--- config.mk ---
export PLATFORM = sky130hd
export DESIGN_NAME = sserial_port
export DESIGN_NICKNAME = d
export VERILOG_FILES = /design/src/rtl/sserial_pkg.sv /design/src/rtl/ss_fifo.sv /design/src/rtl/ss_tx.sv /design/src/rtl/ss_rx.sv /design/src/rtl/sserial_port.sv
export SDC_FILE = /design/constraint.sdc
export NUM_CORES = 1
export LEC_CHECK = 0
export ABC_AREA = 1
export BUFFER_PORTS_ARGS = -buffer_cell sky130_fd_sc_hd__buf_4
export CELL_PAD_IN_SITES_DETAIL_PLACEMENT = 0
export CELL_PAD_IN_SITES_GLOBAL_PLACEMENT = 1
export CORE_ASPECT_RATIO = 1.25
export CORE_MARGIN = 4
export CORE_UTILIZATION = 47
export DETAILED_ROUTE_END_ITERATION = 12
export GPL_TIMING_DRIVEN = 0
export PLACE_DENSITY = 0.86
export SLEW_MARGIN = 20
export SYNTH_ARGS = -nofsm -noshare
export SYNTH_HDL_FRONTEND = slang
export SYNTH_SLANG_ARGS = --single-unit
--- constraint.sdc ---
create_clock -name clk -period 2.3 [get_ports clk]
set_input_delay 0.46 -clock clk [delete_from_list [all_inputs] [get_ports clk]]
set_output_delay 0.46 -clock clk [all_outputs]
set_load 0.01 [all_outputs]
--- src/rtl/sserial_pkg.sv ---
// Shared definitions for the serial port.
// Assumes: nothing beyond the types declared here.
package sserial_pkg;

    // Serializer mode: idle line or shifting a byte out.
    typedef enum logic {
        TXS_IDLE  = 1'b0,
        TXS_SHIFT = 1'b1
    } txs_mode_t;

endpackage

--- src/rtl/ss_fifo.sv ---
// Synchronous queue of DEPTH words of W bits.
// Push is ignored when full and pop is ignored when empty. The head word is
// shown combinationally. Assumes a single clock and a synchronous active-low clear.
module ss_fifo #(
    parameter int W     = 8,
    parameter int DEPTH = 4
) (
    input  logic         clk,
    input  logic         clr_n,
    input  logic         push,
    input  logic [W-1:0] push_data,
    input  logic         pop,
    output logic [W-1:0] head,
    output logic         full,
    output logic         empty
);
    localparam int AW = (DEPTH > 1) ? $clog2(DEPTH) : 1;
    localparam int CW = $clog2(DEPTH + 1);
    localparam logic [AW-1:0] LAST = AW'(DEPTH - 1);

    logic [W-1:0]  store [DEPTH];
    logic [AW-1:0] wptr, rptr;
    logic [CW-1:0] count;
    logic          do_push, do_pop;

    assign full    = (count == CW'(DEPTH));
    assign empty   = (count == '0);
    assign do_push = push && !full;
    assign do_pop  = pop && !empty;
    assign head    = store[rptr];

    // Write the accepted word into the slot at the write pointer.
    always_ff @(posedge clk) begin
        if (do_push) begin
            store[wptr] <= push_data;
        end
    end

    // Advance the pointers and the occupancy count.
    always_ff @(posedge clk) begin
        if (!clr_n) begin
            wptr  <= '0;
            rptr  <= '0;
            count <= '0;
        end else begin
            if (do_push) begin
                wptr <= (wptr == LAST) ? '0 : wptr + 1'b1;
            end
            if (do_pop) begin
                rptr <= (rptr == LAST) ? '0 : rptr + 1'b1;
            end
            case ({do_push, do_pop})
                2'b10:   count <= count + 1'b1;
                2'b01:   count <= count - 1'b1;
                default: count <= count;
            endcase
        end
    end

    // a push into a full queue without a pop leaves it full.
    a_r7_full_no_grow: assert property (@(posedge clk) disable iff (!clr_n)
        (full && push && !pop) |=> full);

    // a pop from an empty queue without a push leaves it empty.
    a_r9_empty_hold: assert property (@(posedge clk) disable iff (!clr_n)
        (empty && pop && !push) |=> empty);

endmodule

--- src/rtl/ss_tx.sv ---
// Serializer. On each rise slot it shifts out the next bit, MSB first.
// After the last bit it loads the next queued byte at once, so frames run
// back to back. A frame pulse goes with the first bit, and the enable is low
// while bits are driven. Assumes rise_slot is high on the bus cycles where
// the serial clock goes from low to high.
module ss_tx
    import sserial_pkg::*;
#(
    parameter int W = 8
) (
    input  logic         clk,
    input  logic         clr_n,
    input  logic         rise_slot,
    input  logic         have_data,
    input  logic [W-1:0] byte_in,
    output logic         take,
    output logic         txd,
    output logic         fs,
    output logic         oe_n
);
    localparam int BW = (W > 1) ? $clog2(W) : 1;
    localparam logic [BW-1:0] LASTBIT = BW'(W - 1);

    txs_mode_t     mode;
    logic [W-1:0]  shreg;
    logic [BW-1:0] bitcnt;
    logic          at_end, load_ok;

    assign at_end  = (mode == TXS_IDLE) || (bitcnt == LASTBIT);
    assign load_ok = rise_slot && have_data && at_end;
    assign take    = load_ok;

    // Move the line on each rise slot: load a byte, shift, or go idle.
    always_ff @(posedge clk) begin
        if (!clr_n) begin
            mode   <= TXS_IDLE;
            shreg  <= '0;
            bitcnt <= '0;
            txd    <= 1'b0;
            fs     <= 1'b0;
            oe_n   <= 1'b1;
        end else if (rise_slot) begin
            if (load_ok) begin
                mode   <= TXS_SHIFT;
                txd    <= byte_in[W-1];
                shreg  <= byte_in << 1;
                bitcnt <= '0;
                fs     <= 1'b1;
                oe_n   <= 1'b0;
            end else if (!at_end) begin
                txd    <= shreg[W-1];
                shreg  <= shreg << 1;
                bitcnt <= bitcnt + 1'b1;
                fs     <= 1'b0;
            end else begin
                mode   <= TXS_IDLE;
                txd    <= 1'b0;
                fs     <= 1'b0;
                oe_n   <= 1'b1;
            end
        end
    end

    // outside a rise slot the data line holds its value.
    a_r3_txd_hold: assert property (@(posedge clk) disable iff (!clr_n)
        !rise_slot |=> $stable(txd));

    // a frame pulse lasts exactly two bus cycles.
    a_r4_fs_width: assert property (@(posedge clk) disable iff (!clr_n)
        $rose(fs) |=> (fs ##1 !fs));

    // an idle line carries no data and no frame pulse.
    a_r5_idle_quiet: assert property (@(posedge clk) disable iff (!clr_n)
        oe_n |-> (!txd && !fs));

endmodule

--- src/rtl/ss_rx.sv ---
// Deserializer. On each sample slot (falling serial clock) it takes one bit.
// A bit taken while the frame input is high starts a new byte. When a byte
// is complete it gives a one-cycle push pulse with the assembled word.
// Assumes the incoming serial clock is aligned with the bus clock.
module ss_rx #(
    parameter int W = 8
) (
    input  logic         clk,
    input  logic         clr_n,
    input  logic         sample_slot,
    input  logic         fs_in,
    input  logic         rxd,
    output logic         push,
    output logic [W-1:0] word
);
    localparam int BW = (W > 1) ? $clog2(W) : 1;
    localparam logic [BW-1:0] LASTBIT = BW'(W - 1);

    logic [W-1:0]  shreg;
    logic [BW-1:0] got;

    // Collect bits and emit a finished word.
    always_ff @(posedge clk) begin
        if (!clr_n) begin
            shreg <= '0;
            got   <= '0;
            push  <= 1'b0;
            word  <= '0;
        end else begin
            push <= 1'b0;
            if (sample_slot) begin
                if (fs_in) begin
                    shreg <= {{(W-1){1'b0}}, rxd};
                    got   <= BW'(1);
                end else if (got == LASTBIT) begin
                    word  <= {shreg[W-2:0], rxd};
                    push  <= 1'b1;
                    got   <= '0;
                end else if (got != '0) begin
                    shreg <= {shreg[W-2:0], rxd};
                    got   <= got + 1'b1;
                end
            end
        end
    end

    // a finished word is reported only right after a sample slot.
    a_r8_push_after_sample: assert property (@(posedge clk) disable iff (!clr_n)
        push |-> $past(sample_slot));

endmodule

--- src/rtl/sserial_port.sv ---
// Serial port top. Host writes go into the transmit queue, and host reads
// take from the receive queue. Makes a serial clock at half the bus rate,
// serializes queued bytes, and deserializes incoming frames.
// Assumes sclk_in is the same signal as sclk_out or aligned with it.
module sserial_port #(
    parameter int DATA_W     = 8,
    parameter int FIFO_DEPTH = 4
) (
    input  logic              clk,
    input  logic              clr_n,
    input  logic              host_sel,
    input  logic              host_wr,
    input  logic [DATA_W-1:0] host_wdata,
    output logic [DATA_W-1:0] host_rdata,
    output logic              tx_full_irq,
    output logic              sclk_out,
    output logic              fs_out,
    output logic              txd_oe_n,
    output logic              txd,
    input  logic              sclk_in,
    input  logic              fs_in,
    input  logic              rxd
);
    logic              sclk_r;
    logic              tx_push, tx_take, tx_full, tx_empty;
    logic [DATA_W-1:0] tx_head;
    logic              rx_pop, rx_full, rx_empty, rx_done, rx_push;
    logic [DATA_W-1:0] rx_head, rx_word;

    assign tx_push     = host_sel && host_wr;
    assign rx_pop      = host_sel && !host_wr;
    assign rx_push     = rx_done && !rx_full;
    assign tx_full_irq = tx_full;
    assign sclk_out    = sclk_r;

    // Divide the bus clock by two to make the serial clock.
    always_ff @(posedge clk) begin
        if (!clr_n) begin
            sclk_r <= 1'b0;
        end else begin
            sclk_r <= !sclk_r;
        end
    end

    // Show the oldest received byte when the host reads it.
    always_ff @(posedge clk) begin
        if (!clr_n) begin
            host_rdata <= '0;
        end else if (rx_pop && !rx_empty) begin
            host_rdata <= rx_head;
        end
    end

    ss_fifo #(.W(DATA_W), .DEPTH(FIFO_DEPTH)) i_tx_q (
        .clk       (clk),
        .clr_n     (clr_n),
        .push      (tx_push),
        .push_data (host_wdata),
        .pop       (tx_take),
        .head      (tx_head),
        .full      (tx_full),
        .empty     (tx_empty)
    );

    ss_tx #(.W(DATA_W)) i_tx (
        .clk       (clk),
        .clr_n     (clr_n),
        .rise_slot (!sclk_r),
        .have_data (!tx_empty),
        .byte_in   (tx_head),
        .take      (tx_take),
        .txd       (txd),
        .fs        (fs_out),
        .oe_n      (txd_oe_n)
    );

    ss_rx #(.W(DATA_W)) i_rx (
        .clk         (clk),
        .clr_n       (clr_n),
        .sample_slot (sclk_in),
        .fs_in       (fs_in),
        .rxd         (rxd),
        .push        (rx_done),
        .word        (rx_word)
    );

    ss_fifo #(.W(DATA_W), .DEPTH(FIFO_DEPTH)) i_rx_q (
        .clk       (clk),
        .clr_n     (clr_n),
        .push      (rx_push),
        .push_data (rx_word),
        .pop       (rx_pop),
        .head      (rx_head),
        .full      (rx_full),
        .empty     (rx_empty)
    );

    // the serial clock inverts on every bus clock edge.
    a_r2_sclk_toggle: assert property (@(posedge clk) disable iff (!clr_n)
        sclk_out |=> !sclk_out);

    // without select the read data does not move.
    a_r11_no_sel_hold: assert property (@(posedge clk) disable iff (!clr_n)
        !host_sel |=> $stable(host_rdata));

endmodule

==> impl_metrics.ini, run 1 <==
[synthesis]
yosysMostFrequentCell = nand2_1
synthTopCellsByArea = edfxtp_1 (37%), dfxtp_1 (23%), nand2_1 (7.1%)
synth_area_sq_um = 5130
ys.flop_type = edfxtp_1
post-synth-top-area-cell = edfxtp_1
synth_top_area_share_pct = 37.5
yosysSeqAreaShare_pct = 60.1
yosys_warnings = 0
synth-edff-count = 64
ys_types = 26
synth_cells = 544
syn_area_per_cell_sq_um = 9.43
yosys_register_bits = 122
async_flop_share_pct = 0
syn_nets = 578
synth_commonest_cells = nand2_1 (97), nor2_1 (78), inv_1 (68)

[worst_setup_path]
cp_cell_sequence = ha_1, ha_1, inv_1, nand2_4, nand2_4, nor2_4, buf_6, ha_1, inv_1, fa_2, nor2_1, a21oi_1, nor2_1
slowest_stage = fa_2
r2r_slack_ns = 0.13
ff2ff_path_depth = 13
slowest_delay_ns = 0.56
worstSetupStartpointType = flip-flop
crit_family = adder cells
crit_buf_inv = 3
worst_ep_arrival_time_ns = 2.44
criticalPathCategory = reg -> reg
required_ns = 2.57
cp-end-kind = flip-flop
cp.depth = 13
cp_max_fo = 4
cp_common_cell = ha_1

[worst_hold_path]
hp-class = in -> reg
whs_path_depth = 1

[routing]
final_antenna_net_count = 0
via_per_inst = 4.85
routed_wl_um = 9230
via_count = 3571
wl_per_cell_um = 12.5
drt-initial-drc-count = 141
drc = 0
drt_first_pass_iters = 4

[power]
finalPower_mw = 6.12
power_density_nw_per_um2 = 1000
leakage_nw = 2.56
vdd.ir_drop.worst_v = 0.000698

[sta]
hold_violations = 0
post-route-period-util_pct = 94.3
tightest_slew_ns = 0.824
slew_headroom_pct = 44.8
setup_viol = 0
clock.fmax_mhz = 461
setup_slack_ns = 0.132
finalClockSkew_ns = 0.00451
min_period_ns = 2.17
final_max_slew_viol_count = 0
fin_tns_setup_ns = 0
rsz0062_at_grt = yes

[clock_network]
cts.clk_slew.worst_paths_ns = 0.05
h-tree-depth = 4
insertion_delay_ns = 0.40
clockBufferDepth = 2
cts_sinks = 122
cts_inserted_buffers = 17
cts_tree = done
cts.root.buffer_cell = clkbuf_16

[layout]
area_growth_pct = 18.9
final_nets = 625
postLayoutCellArea_sq_um = 6100
drive_gt1_share_pct = 15.6
n_antenna_cell = 0

[global_route]
grt_usage_pct = 15.8
antenna_found_initial = 0
grt_max_degree = 17
grt_pass1_vias = 3539
grt_pass1_wl_um = 15700
grt_overflow = 0

[flow_run]
drv_cap = 0

[place]
portBuffers = 27
dp_hpwl_um = 6860
place_congestion = 0.790
dp_slack_ns = -0.0362
dpl_cell_area_sq_um = 5500

[floorplanning]
chipHeight_um = 125
ios = 28
die_area_sq_um = 12700
core_area_sq_um = 10600
initial_core_util_pct = 48.3
die_w_um = 101
rows = 42

[run_status]
outcome = finished clean
## cell families after synthesis
logic type,Yosys count,synth area share (%)
flip-flops,122,60.1
buffers and inverters,93,8.10
AND/OR/NAND/NOR,222,18.2
adder cells (fa/ha/maj),19,4.93
AO/OA/AOI/OAI,88,8.68
## metrics by stage
stage          std cells  hold WS [ns]  util [%]
6_report             736         0.252      57.4
5_1_grt              736         0.237      57.4
4_1_cts              736         0.243      57.4
3_5_place_dp         703         0.452      51.8
3_3_place_gp         703         0.451      51.8
2_1_floorplan        544         0.437         -
## layout make-up
cell class	count	area [sq um]
fillers	913	4520
clock inverters	13	145
well taps	132	165
flip-flops and latches	122	3090
clock buffers	19	443
plain buffers	16	124
multi-input cells	329	1630
repair buffers	28	210
inverters	77	292
## worst register-to-register path, stage by stage (launching register included)
cell	delay [ns]
dfxtp_2	0.34
ha_1	0.15
ha_1	0.14
inv_1	0.07
nand2_4	0.09
nand2_4	0.07
nor2_4	0.11
buf_6	0.11
ha_1	0.13
inv_1	0.07
fa_2	0.56
nor2_1	0.04
a21oi_1	0.11
nor2_1	0.04
## report_power, final
| group | leakage (nW) | total (mW) | internal (mW) | switching [mW] |
|---|---|---|---|---|
| Clock | 0.280 | 2.57 | 1.63 | 0.945 |
| Sequential | 1.06 | 2.53 | 2.44 | 0.0881 |
| Combinational | 1.22 | 1.01 | 0.390 | 0.619 |
| Total | 2.56 | 6.12 | 4.46 | 1.65 |
## metal layers
metal	global-route usage (%)	routed length, um
met1	15.4	3520
met4	6.81	225
met3	5.10	330
met2	29.4	5150
met5	0	0
## what timing repair did
action	in CTS	in global routing
pin swaps	0	1
setup endpoints to repair	1	3
gates resized for setup	1	4
hold buffers	0	0
buffers inserted	1	0
## worst paths after layout
kind	startpoint	to
setup / recovery	i_tx.bitcnt[0]$_SDFFE_PN0P_	i_tx_q.count[1]$_SDFFE_PN0P_
hold / removal	host_wdata[3]	i_tx_q.store[1][3]$_DFFE_PP_
setup reg to reg	i_tx.bitcnt[0]$_SDFFE_PN0P_	i_tx_q.count[1]$_SDFFE_PN0P_
hold reg to reg	i_rx.shreg[6]$_SDFFE_PN0P_	i_rx.shreg[6]$_SDFFE_PN0P_
## registers in the layout, indices dropped and copies added (netlist names), 7 cells and up, named ones only
register,count
i_rx.shreg,7
i_rx_q.store,32
host_rdata,8
i_rx.word,8
i_tx.shreg,7
i_tx_q.store,32
## cell usage in the layout (no fill, tap or decap), types with 2 or more instances in the layout
| master | Yosys | final |
|---|---|---|
| nand2_2 | 2 | 2 |
| nand2_1 | 97 | 97 |
| o21ai_0 | 36 | 35 |
| dfxtp_2 | 0 | 2 |
| bufinv_16 | 0 | 2 |
| dfxtp_1 | 58 | 56 |
| inv_6 | 0 | 2 |
| buf_4 | 4 | 32 |
| buf_6 | 6 | 6 |
| clkinvlp_4 | 0 | 3 |
| clkinv_4 | 0 | 4 |
| ha_1 | 17 | 17 |
| edfxtp_1 | 64 | 64 |
| buf_2 | 3 | 3 |
| nor2_2 | 2 | 2 |
| inv_1 | 68 | 67 |
| inv_2 | 7 | 8 |
| clkbuf_1 | 3 | 4 |
| clkbuf_16 | 0 | 17 |
| nand3_1 | 35 | 35 |
| a21oi_1 | 36 | 36 |
| o211ai_1 | 2 | 2 |
| nand3_2 | 3 | 3 |
| clkinv_2 | 0 | 2 |
| o21ai_1 | 14 | 15 |
| nand2_4 | 2 | 2 |
| nor2_1 | 78 | 78 |
(Power assumes the default switching activity.)
==> run 2: changes to the inputs <==
==> constraint.sdc (replaced) <==
create_clock -name clk -period 2.3 [get_ports clk]
set_input_delay 0.115 -clock clk [delete_from_list [all_inputs] [get_ports clk]]
set_output_delay 0.115 -clock clk [all_outputs]
set_load 0.01 [all_outputs]
==> run 2 against run 1 <==
Count of clock-buffer cells in the layout stayed put. First-iteration DRC count is 9.9% lower. Core utilization rose by 0.85 points. Total power increased by 0.24%. Highest routed layer unchanged. Largest power group unchanged. Register-to-register slack is essentially flat. Maximum frequency decreased by 0.15%.
==> impl_metrics.ini, run 2 (same netlist as run 1, synthesis figures left out) <==
[sta]
slew_headroom_pct = 45.4
post-route-period-util_pct = 94.4
min_period_ns = 2.17
hold_slack_ns = 0.0265
rsz0062_at_grt = yes
tightest_slew_ns = 0.815
hold_violations = 0
setup_viol = 0
final_max_slew_viol_count = 0
clock.fmax_mhz = 461
finalClockSkew_ns = 0.00513

[routing]
routed_wl_um = 9290
drc = 0
wl_per_cell_um = 12.5
via_count = 3601
drt_first_pass_iters = 4
drt-initial-drc-count = 127
via_per_inst = 4.83
final_antenna_net_count = 0

[place]
place_congestion = 0.790
dpl_cell_area_sq_um = 5500
dp_hpwl_um = 6860
portBuffers = 27

[power]
vdd.ir_drop.worst_v = 0.00106
p_int_mw = 4.47
power.switching_mw = 1.66
finalPower_mw = 6.13
clockPowerShare_pct = 42.0
swShare_pct = 27.0
leakage_nw = 2.60
power_density_nw_per_um2 = 991
combPwrFrac_pct = 16.7
pwr-share-seq_pct = 41.3

[global_route]
grt_usage_pct = 16.0
grt_max_degree = 17
antenna_found_initial = 0
grt_pass1_wl_um = 15900
grt_pass1_vias = 3589
grt_overflow = 0

[clock_network]
clockBufferDepth = 2
insertion_delay_ns = 0.40
cts.root.buffer_cell = clkbuf_16
h-tree-depth = 4
cts_inserted_buffers = 17
cts.clk_slew.worst_paths_ns = 0.06
cts_tree = done
cts_sinks = 122

[layout]
drive_gt1_share_pct = 15.3
n_antenna_cell = 0
area_growth_pct = 20.6
postLayoutCellArea_sq_um = 6190
final_common_cell = nand2_1
mostFrequentLayoutCells = nand2_1 (97), nor2_1 (78), inv_1 (67)
final_nets = 634
reg.largest.list = i_rx_q.store: 32 flops, i_tx_q.store: 32 flops

[run_status]
outcome = finished clean

[worst_setup_path]
slowest_delay_ns = 0.56
criticalPathCategory = reg -> reg
crit_buf_inv = 3
worstSetupStartpointType = flip-flop
worst_ep_arrival_time_ns = 2.45
cp_max_fo = 4
required_ns = 2.58
cp_common_cell = ha_1
slowest_stage = fa_2
crit_family = adder cells
ff2ff_path_depth = 13
cp-end-kind = flip-flop
cp.depth = 13
cp_cell_sequence = ha_1, ha_1, inv_1, nand2_4, nand2_4, nor2_4, buf_6, ha_1, inv_1, fa_2, nor2_1, a21oi_1, nor2_1

[floorplanning]
die_w_um = 101
rows = 42
core_area_sq_um = 10600
ios = 28
die_area_sq_um = 12700
initial_core_util_pct = 48.3
chipHeight_um = 125

[worst_hold_path]
whs_path_depth = 4
hp-class = in -> reg

[flow_run]
drv_cap = 0
## run 2: worst paths after layout
check | startpoint | slack (ns) | to
worst max-delay path | i_tx.bitcnt[0]$_SDFFE_PN0P_ | 0.13 | i_tx_q.count[1]$_SDFFE_PN0P_
worst min-delay path | fs_in | 0.03 | i_rx.got[2]$_SDFFE_PN0P_
worst max register to register | i_tx.bitcnt[0]$_SDFFE_PN0P_ | 0.13 | i_tx_q.count[1]$_SDFFE_PN0P_
worst min register to register | i_rx.shreg[6]$_SDFFE_PN0P_ | 0.46 | i_rx.shreg[6]$_SDFFE_PN0P_
## run 2: worst register-to-register path, cell delays in order, from the launching register on
cell and delay, ns:
dfxtp_2 0.34, ha_1 0.15, ha_1 0.14, inv_1 0.08, nand2_4 0.09, nand2_4 0.07, nor2_4 0.11, buf_6 0.11
ha_1 0.13, inv_1 0.07, fa_2 0.56, nor2_1 0.04, a21oi_1 0.11, nor2_1 0.05
## run 2: per-stage QoR
stage / std cells / util [%] / setup TNS (ns) / setup WS, ns
after global placement: 703 / 51.8 / -0.00351 / -0.00351
after detailed placement: 703 / 51.8 / -0.0362 / -0.0362
after global routing: 745 / 58.3 / -0.0242 / -0.0242
after floorplan: 544 / - / 0 / 0.166
after CTS: 745 / 58.3 / 0 / 0.0484
final: 745 / 58.3 / 0 / 0.129
## run 2: final cells by class
cell class / count / area [sq um]
Timing Repair Buffer: 37 / 300
Buffer: 16 / 124
Sequential cell: 122 / 3090
Clock buffer: 19 / 443
Inverter: 77 / 292
Clock inverter: 13 / 145
Fill cell: 900 / 4430
Tap cell: 132 / 165
Multi-Input combinational cell: 329 / 1630
## run 2: power by group through the flow
stage          sequential, mW  clock (mW)  combinational [mW]
3_5_place_dp             2.57           0               0.996
6_report                 2.53        2.58                1.02
5_1_grt                  2.55        2.74                1.16
4_1_cts                  2.53        2.62                1.03
3_3_place_gp             2.57           0               0.980
2_1_floorplan            2.56           0               0.742
## run 2: layer usage
layer  part of all wire [%]  track usage (%)  wire [um]
met2                     56             29.7       5170
met4                    2.4             6.81        220
met1                     38             15.5       3570
met3                    3.6             5.27        331
met5                      0                0          0
## run 2: what timing repair did
item / CTS / global route
hold buffers: 9 / 0
hold endpoints to repair: 33 / 0
gates resized for setup: 1 / 4
pin swaps: 0 / 1
endpoints found under the setup margin: 1 / 3
cloned: 0 / 0
buffers inserted: 1 / 0
==> run 3: changes to the inputs <==
ABC_AREA = not set   (was 1)
CORE_UTILIZATION = 50   (was 47)
SETUP_SLACK_MARGIN = 0.4   (was not set)
==> run 3 against run 2 <==
Combinational power grew 6%. Non-clock buffer count is 14 higher. Setup slack improved by 0.033 ns. Sequential power increased by 2%.
==> impl_metrics.ini, run 3 <==
[run_status]
outcome = finished clean

[synthesis]
post-synth-top-area-cell = edfxtp_1
synth_commonest_cells = edfxtp_1 (64), dfxtp_1 (58), nor2_1 (36)
synth_area_sq_um = 4880
synth_cells = 359
ys.flop_type = edfxtp_1
yosysMostFrequentCell = edfxtp_1
synthTopCellsByArea = edfxtp_1 (39%), dfxtp_1 (24%), mux4_2 (7.4%)
yosysSeqAreaShare_pct = 63.1
syn_area_per_cell_sq_um = 13.6
yosys_register_bits = 122
yosys_warnings = 0
async_flop_share_pct = 0
synth-edff-count = 64
synth_top_area_share_pct = 39.4
syn_nets = 393
ys_types = 39

[layout]
final_common_cell = edfxtp_1
multiInputGateArea_sq_um = 1750
postLayoutCellArea_sq_um = 6170
area_growth_pct = 26.4
final_util_pct = 64.6
fillers = 698
mostFrequentLayoutCells = edfxtp_1 (64), dfxtp_1 (52), buf_4 (42)
n_antenna_cell = 0
final_nets = 463
reg.largest.list = i_rx_q.store: 32 flops, i_tx_q.store: 32 flops
drive_gt1_share_pct = 27.6
seqCellArea_sq_um = 3090

[worst_setup_path]
worst_ep_arrival_time_ns = 2.47
required_ns = 2.63
cp-end-kind = flip-flop
cp_cell_sequence = ha_4, ha_4, nor2b_4, nor3_4, buf_6, ha_4, inv_2, fa_2, xor2_1, or3_1, a21oi_2
slowest_delay_ns = 0.35
criticalPathCategory = reg -> reg
cp_max_fo = 2
worstSetupStartpointType = flip-flop
cp_common_cell = ha_4
slowest_stage = dfxtp_2

[power]
vdd.ir_drop.worst_v = 0.000954
finalPower_mw = 6.35
power_density_nw_per_um2 = 1030
leakage_nw = 2.30

[floorplanning]
die_w_um = 96.4
rows = 40
initial_core_util_pct = 51.1
ios = 28
core_area_sq_um = 9560
chipHeight_um = 118
die_area_sq_um = 11400

[worst_hold_path]
hp-class = in -> reg

[sta]
tightest_slew_ns = 0.636
clock.fmax_mhz = 468
finalClockSkew_ns = 0.00959
rsz0062_at_grt = yes
min_period_ns = 2.14
final_max_slew_viol_count = 0
hold_violations = 0
setup_viol = 0
post-route-period-util_pct = 93.0
fin_tns_setup_ns = 0
slew_headroom_pct = 57.6

[clock_network]
h-tree-depth = 4
cts_tree = done
cts_sinks = 122
cts_inserted_buffers = 17
cts.clk_slew.worst_paths_ns = 0.05
cts.root.buffer_cell = clkbuf_16
clockBufferDepth = 2
insertion_delay_ns = 0.41

[global_route]
grt_max_degree = 17
grt_pass1_wl_um = 15000
grt_overflow = 0
antenna_found_initial = 0
grt_usage_pct = 17.7
grt_pass1_vias = 3072

[routing]
drc = 0
drt-initial-drc-count = 147
wl_per_cell_um = 16.0
via_count = 2981
via_per_inst = 5.25
drt_first_pass_iters = 4
final_antenna_net_count = 0
routed_wl_um = 9110

[flow_run]
drv_cap = 0

[place]
place_congestion = 0.697
dpl_cell_area_sq_um = 5320
dp_hpwl_um = 6070
portBuffers = 27
-- run 3: cell types whose count changed after synthesis, moves of 17 or more --
cell,before,now
inv_1,68,17
nand3_1,35,9
a21oi_1,36,17
nand2_1,97,21
nor2_1,78,36
mux2i_1,0,17
o21ai_0,36,7
-- run 3: cells by family after synthesis --
| kind of cell | after synthesis | synth area share (%) |
|---|---|---|
| AO/OA/AOI/OAI | 52 | 7.25 |
| XOR/XNOR | 4 | 0.718 |
| adder cells (fa/ha/maj) | 19 | 5.18 |
| buffers and inverters | 34 | 3.05 |
| flip-flops | 122 | 63.1 |
| multiplexers | 33 | 10.9 |
| AND/OR/NAND/NOR | 95 | 9.79 |
-- run 3: critical path, delay by kind of cell (launching register included) --
family          cells  cell delay, ns
fa+ha+maj           4            0.74
simple gates        3            0.51
flops               1            0.35
buf+inv             2            0.18
xor+xnor            1            0.15
compound gates      1            0.13
-- run 3: repair_timing --
item / 4_1_cts / 5_1_grt
setup buffers: 7 / 8
hold endpoints to repair: 34 / 0
gates resized for setup: 7 / 2
pin swaps: 4 / 2
endpoints found under the setup margin: 4 / 4
hold buffers: 9 / 0
-- run 3: final timing paths --
| path | startpoint | to | slack [ns] | cells after the start |
|---|---|---|---|---|
| hold / removal | sclk_in | i_rx.shreg[0]$_SDFFE_PN0P_ | 0.04 | 2 |
| hold reg to reg | host_rdata[5]$_SDFFE_PN0P_ | host_rdata[5]$_SDFFE_PN0P_ | 0.46 | 2 |
| setup / recovery | i_tx.bitcnt[0]$_SDFFE_PN0P_ | i_tx_q.count[2]$_SDFFE_PN0P_ | 0.16 | 11 |
| setup reg to reg | i_tx.bitcnt[0]$_SDFFE_PN0P_ | i_tx_q.count[2]$_SDFFE_PN0P_ | 0.16 | 11 |
-- run 3: through the flow --
stage,cells,hold slack (ns),worst slack [ns]
2_1_floorplan,359,0.214,0.0797
3_3_place_gp,512,0.313,-0.0745
3_5_place_dp,512,0.318,-0.103
4_1_cts,560,0.0239,0.171
5_1_grt,568,0.0412,0.0649
6_report,568,0.0406,0.162
-- run 3: metal layers --
metal	GRT usage, %	wire length, um	vias to the layer above
met4	6.67	126	0
met5	0	0	-
li1	-	-	1464
met2	31.9	5210	47
met1	18.5	3480	1460
met3	5.86	292	10
-- run 3: final cells by class --
type / count / share of cell area, %
Sequential cell: 122 / 50.1
Tap cell: 126 / 2.55
Clock buffer: 19 / 7.18
Timing Repair Buffer: 51 / 6.57
Buffer: 16 / 1.42
Clock inverter: 13 / 2.72
Multi-Input combinational cell: 203 / 28.4
Inverter: 18 / 1.09
-- run 3: report_power, final --
group	internal (mW)	leakage (nW)	switching [mW]
Combinational	0.535	0.955	0.543
Sequential	2.44	1.05	0.123
Clock	1.74	0.294	0.959
